<file path="src/rtl/uis_pkg.sv">
package uis_pkg;

    localparam int NSRC   = 7;
    localparam int CODE_W = 6;
    localparam int STAT_W = CODE_W + 2;

    // enable-mask bit positions
    localparam int EN_LINE = 0;
    localparam int EN_RXD  = 1;
    localparam int EN_TMO  = 2;
    localparam int EN_THR  = 3;
    localparam int EN_MDM  = 4;
    localparam int EN_XOFF = 5;
    localparam int EN_FLOW = 6;

    localparam logic [CODE_W-1:0] C_LINE = 6'h06;
    localparam logic [CODE_W-1:0] C_TMO  = 6'h0C;
    localparam logic [CODE_W-1:0] C_RXD  = 6'h04;
    localparam logic [CODE_W-1:0] C_THR  = 6'h02;
    localparam logic [CODE_W-1:0] C_MDM  = 6'h00;
    localparam logic [CODE_W-1:0] C_XOFF = 6'h10;
    localparam logic [CODE_W-1:0] C_FLOW = 6'h20;
    localparam logic [CODE_W-1:0] C_IDLE = 6'h01;

    typedef struct packed {
        logic line;
        logic thr;
        logic mdm;
        logic xoff;
        logic flow;
    } flags_t;

    // rank 0 is most urgent
    function automatic logic [CODE_W-1:0] rank_code(input int r);
        case (r)
            0:       return C_LINE;
            1:       return C_TMO;
            2:       return C_RXD;
            3:       return C_THR;
            4:       return C_MDM;
            5:       return C_XOFF;
            default: return C_FLOW;
        endcase
    endfunction

    function automatic int rank_en(input int r);
        case (r)
            0:       return EN_LINE;
            1:       return EN_TMO;
            2:       return EN_RXD;
            3:       return EN_THR;
            4:       return EN_MDM;
            5:       return EN_XOFF;
            default: return EN_FLOW;
        endcase
    endfunction

endpackage

</file>
<file path="src/rtl/uis_flags.sv">
module uis_flags
    import uis_pkg::*;
(
    input  logic              clk,
    input  logic              rst_n,
    input  logic              ext_en,
    input  logic              line_err,
    input  logic              line_rd,
    input  logic              thr_evt,
    input  logic              modem_chg,
    input  logic              modem_rd,
    input  logic              xoff_hit,
    input  logic              xon_hit,
    input  logic              flow_chg,
    input  logic              stat_rd,
    input  logic [CODE_W-1:0] shown_code,
    input  logic              shown_idle,
    output flags_t            flg
);

    flags_t flg_d, flg_q;
    logic   thr_taken, flow_taken;

    always_comb begin
        thr_taken  = stat_rd && !shown_idle && (shown_code == C_THR);
        flow_taken = stat_rd && !shown_idle && (shown_code == C_FLOW);

        flg_d = flg_q;

        if (line_rd)      flg_d.line = 1'b0;
        if (line_err)     flg_d.line = 1'b1;

        if (thr_taken)    flg_d.thr  = 1'b0;
        if (thr_evt)      flg_d.thr  = 1'b1;

        if (modem_rd)     flg_d.mdm  = 1'b0;
        if (modem_chg)    flg_d.mdm  = 1'b1;

        if (xon_hit)              flg_d.xoff = 1'b0;
        if (xoff_hit && ext_en)   flg_d.xoff = 1'b1;

        if (flow_taken)           flg_d.flow = 1'b0;
        if (flow_chg && ext_en)   flg_d.flow = 1'b1;
    end

    always_ff @(posedge clk or negedge rst_n) begin
        if (!rst_n) flg_q <= '0;
        else        flg_q <= flg_d;
    end

    assign flg = flg_q;

endmodule

</file>
<file path="src/rtl/uis_prio.sv">
module uis_prio
    import uis_pkg::*;
(
    input  flags_t            flg,
    input  logic              rx_avail,
    input  logic              rx_tmo,
    input  logic [NSRC-1:0]   src_en,
    input  logic              ext_en,
    output logic [CODE_W-1:0] code,
    output logic              idle
);

    logic [NSRC-1:0] raw;   // indexed by rank
    logic [NSRC-1:0] req;

    always_comb begin
        raw    = '0;
        raw[0] = flg.line;
        raw[1] = rx_tmo;
        raw[2] = rx_avail;
        raw[3] = flg.thr;
        raw[4] = flg.mdm;
        raw[5] = flg.xoff && ext_en;
        raw[6] = flg.flow && ext_en;
    end

    for (genvar r = 0; r < NSRC; r++) begin : g_mask
        assign req[r] = raw[r] && src_en[rank_en(r)];
    end

    always_comb begin
        code = C_IDLE;
        idle = 1'b1;
        for (int r = NSRC - 1; r >= 0; r--) begin
            if (req[r]) begin
                code = rank_code(r);
                idle = 1'b0;
            end
        end
    end

endmodule

</file>
<file path="src/rtl/uart_irq_status.sv">
module uart_irq_status
    import uis_pkg::*;
(
    input  logic              clk,
    input  logic              rst_n,
    input  logic              fifo_on,
    input  logic              ext_en,
    input  logic [NSRC-1:0]   src_en,
    input  logic              line_err,
    input  logic              line_rd,
    input  logic              rx_avail,
    input  logic              rx_tmo,
    input  logic              thr_evt,
    input  logic              modem_chg,
    input  logic              modem_rd,
    input  logic              xoff_hit,
    input  logic              xon_hit,
    input  logic              flow_chg,
    input  logic              stat_rd,
    output logic [STAT_W-1:0] stat,
    output logic              irq
);

    flags_t            flg;
    logic [CODE_W-1:0] code;
    logic              idle;

    uis_flags u_flags (
        .clk        (clk),
        .rst_n      (rst_n),
        .ext_en     (ext_en),
        .line_err   (line_err),
        .line_rd    (line_rd),
        .thr_evt    (thr_evt),
        .modem_chg  (modem_chg),
        .modem_rd   (modem_rd),
        .xoff_hit   (xoff_hit),
        .xon_hit    (xon_hit),
        .flow_chg   (flow_chg),
        .stat_rd    (stat_rd),
        .shown_code (code),
        .shown_idle (idle),
        .flg        (flg)
    );

    uis_prio u_prio (
        .flg      (flg),
        .rx_avail (rx_avail),
        .rx_tmo   (rx_tmo),
        .src_en   (src_en),
        .ext_en   (ext_en),
        .code     (code),
        .idle     (idle)
    );

    assign stat = {{(STAT_W-CODE_W){fifo_on}}, code};
    assign irq  = !idle;

endmodule

</file>
<file path="config.mk">
export PLATFORM = sky130hd
export DESIGN_NAME = uart_irq_status
export DESIGN_NICKNAME = d
export VERILOG_FILES = /design/src/rtl/uis_pkg.sv /design/src/rtl/uis_flags.sv /design/src/rtl/uis_prio.sv /design/src/rtl/uart_irq_status.sv
export SDC_FILE = /design/constraint.sdc
export NUM_CORES = 1
export LEC_CHECK = 0
export ABC_AREA = 1
export CORE_AREA = 5 5 42 44
export CTS_BUF_LIST = sky130_fd_sc_hd__clkbuf_2 sky130_fd_sc_hd__clkbuf_4 sky130_fd_sc_hd__clkbuf_8
export DETAILED_ROUTE_END_ITERATION = 8
export DIE_AREA = 0 0 47 49
export PLACE_DENSITY_LB_ADDON = 0.12
export SETUP_SLACK_MARGIN = 0.5
export SLEW_MARGIN = 0
export SYNTH_ARGS = -nofsm -noshare
export SYNTH_HDL_FRONTEND = slang
export SYNTH_SLANG_ARGS = --single-unit
</file>
<file path="constraint.sdc">
create_clock -name clk -period 1.22 [get_ports clk]
set_input_delay 0.183 -clock clk [delete_from_list [all_inputs] [get_ports clk]]
set_output_delay 0.183 -clock clk [all_outputs]
set_load 0.02 [all_outputs]
</file>
==> results_dict.tcl, run 1 <==
set metrics [dict create \
    outcome "finished, violations left" \
    violations "negative setup slack" \
    core_area_sq_mm 0.00140 \
    maxCapViolCount 0 \
    dieArea_sq_mm 0.00230 \
    grt_overflow_total 0 \
    layout_setup_ws_ns -0.183 \
    fmaxAchievable_mhz 713 \
    die_w_um 47 \
    drv_slew 0 \
    path_clk_slew_ns 0.05 \
    worstHoldPathType "input port to async pin" \
    synthTopCellsByArea "dfrtp_1, nand2_1, inv_1" \
    grt_max_degree 6 \
    path_max_fanout 2 \
    worstPathArrival_ns 1.22 \
    tightest_slew_ns 0.227 \
    syn_nets 68 \
    grt_pass1_vias 445 \
    crit_path_end_kind "output port" \
    via_per_inst 4.06 \
    grt_use_total_pct 10.1 \
    ioPinCount 31 \
    largest_register_ffs 5 \
    num_rows 14 \
    fin_nets 110 \
    dp_hpwl_um 887 \
    power.density_mw_per_mm2 800 \
    setup_viol 6 \
    syn_area_sq_um 358 \
    synth_top_area_cell "dfrtp_1" \
    regArea_sq_um 125 \
    dpl_cell_area_sq_um 706 \
    cts_buffers 3 \
    root_buffer "clkbuf_4" \
    yosysUniqueCellTypes 18 \
    cellLeakagePower_uw 0.000396 \
    wl_um 1000 \
    r2r_cells 8 \
    cts_sinks 5 \
    port_buffers 27 \
    start_util_pct 25.5 \
    grt_pass1_wl_um 1740 \
    fp.dieH_um 49 \
    fin_skew_ns 0.00406 \
    area_growth_pct 120 \
    ys_seq_elements 5 \
    syn_area_per_cell_sq_um 7.78 \
    cts_max_level 1 \
    hold_violations 0 \
    dp_slack_ns -0.721 \
    ys_seq_area_share_pct 35.0 \
    yosysWarningCount 0 \
    insertion_delay_ns 0.24 \
    drtPass1Iterations 2 \
    gp_congestion 0.669 \
    cts_tree "done" \
    synth.top_cell.area_share_pct 35.0 \
    drc 0 \
    final_area_sq_um 787 \
    multi_input_area_sq_um 223 \
    worstPathRequired_ns 1.04 \
    antenna_found_initial 0 \
    cts_buffer_depth 2 \
    ir_drop_mv 0.479 \
    fin_crit_sh_pct 115 \
    avgRoutedWirePerCell_um 9.73 \
    antenna_left 0 \
    route.vias.total 418 \
    drt_iter0_drc 1 \
    synth_cells 46 \
    timing.slew.headroom_pct 84.8 \
    min_period_ns 1.40 \
    start_kind "register" \
    critPathKind "register to output port" \
    rsz0062_at_grt "true" \
    drive_above_1_share_pct 50.6 \
    n_fill_cell 148 \
    antenna_cells 0 \
]
==> cell usage after synthesis, drive strengths merged <==
cell / n
nand2: 14
dfrtp: 5
o21ai: 2
a21oi: 1
inv: 10
nor2: 2
nor4: 2
o21bai: 2
buf: 3
nand3: 4
nand4: 1
==> timing repair <==
item | in CTS | in global routing
endpoints found under the setup margin | 11 | 11
setup buffers | 5 | 1
hold buffers | 0 | 0
resized for setup | 55 | 3
pin swaps | 11 | 5
==> layout make-up <==
| class | count | share of cell area [%] |
|---|---|---|
| clock buffer | 4 | 3.82 |
| inverter | 10 | 4.77 |
| multi-input combinational | 28 | 28.3 |
| sequential | 5 | 15.9 |
| tap | 16 | 2.54 |
| timing repair buffer | 40 | 44.7 |
==> logic make-up (layout without fill, tap and decap cells) <==
family,count (synthesis),count (layout),share of synthesized area [%]
AO/OA/AOI/OAI,5,5,8.39
buffers and inverters,13,54,16.8
flip-flops,5,5,35.0
AND/OR/NAND/NOR,23,23,39.9
==> critical path: stages, from the launching register on <==
cell	delay, ns
dfrtp_1	0.38
nand3_2	0.10
nand2_2	0.07
nor4_4	0.25
buf_4	0.18
==> layout by cell type (no fill, tap or decap) <==
| cell type | Yosys | routed |
|---|---|---|
| o21ai_1 | 0 | 1 |
| nand2_1 | 12 | 8 |
| o21bai_1 | 2 | 2 |
| clkdlybuf4s50_1 | 0 | 11 |
| nor4_2 | 1 | 1 |
| buf_6 | 0 | 4 |
| nor4_4 | 0 | 1 |
| dfrtp_1 | 5 | 5 |
| dlygate4sd2_1 | 0 | 9 |
| inv_1 | 9 | 6 |
| nor2_2 | 1 | 1 |
| clkbuf_4 | 0 | 4 |
| buf_2 | 0 | 1 |
| a21oi_2 | 0 | 1 |
| nand3_4 | 1 | 2 |
| nand2_2 | 1 | 5 |
| o21ai_2 | 0 | 1 |
| nand3_2 | 1 | 2 |
| nand2_4 | 1 | 1 |
| nor2_4 | 1 | 1 |
| buf_4 | 3 | 15 |
| inv_2 | 1 | 4 |
| nand4_1 | 1 | 1 |
==> final timing paths <==
kind / from / to / slack [ns]
setup / recovery: u_flags.flg[1]$_DFFE_PN0P_ / stat[5] / -0.18
hold / removal: rst_n / u_flags.flg[1]$_DFFE_PN0P_ / 0.16
setup reg to reg: u_flags.flg[3]$_DFFE_PN0P_ / u_flags.flg[3]$_DFFE_PN0P_ / -0.03
hold reg to reg: u_flags.flg[0]$_DFFE_PN0P_ / u_flags.flg[0]$_DFFE_PN0P_ / 0.47
max in group asynchronous: rst_n / u_flags.flg[4]$_DFFE_PN0P_ / 0.87
min in group clk: fifo_on / stat[6] / 0.37
==> power breakdown <==
group	internal [uW]	switching, uW	total [uW]
sequential	177	6.47	184
clock	146	69.8	216
combinational	128	102	230
==> metrics by stage <==
| step | utilization [%] | power [uW] | instances | TNS [ns] | hold slack (ns) |
|---|---|---|---|---|---|
| floorplan | - | 285 | 46 | -0.0195 | -0.113 |
| global placement | 50.4 | 396 | 93 | -4.43 | 0.367 |
| detailed placement | 50.4 | 399 | 93 | -4.60 | 0.367 |
| CTS | 54.9 | 639 | 102 | -0.943 | 0.152 |
| global route | 56.2 | 674 | 103 | -1.40 | 0.164 |
| finish | 56.2 | 630 | 103 | -0.758 | 0.159 |
==> layer usage <==
metal  track usage, %  routed length [um]  up-vias
met5                0                   0        -
met4             6.91                  15        0
met3             1.48                  85        2
met2             16.5                 531       16
met1             11.4                 370      176
li1                 -                   -      224
No activity file was read; power rests on OpenSTA's default activity.
==> run 2: changes to the inputs <==
CAP_MARGIN = 20   (was not set)
==> results of run 2 <==
Same layout as run 1: the final DEF is identical, and so are final timing and power.
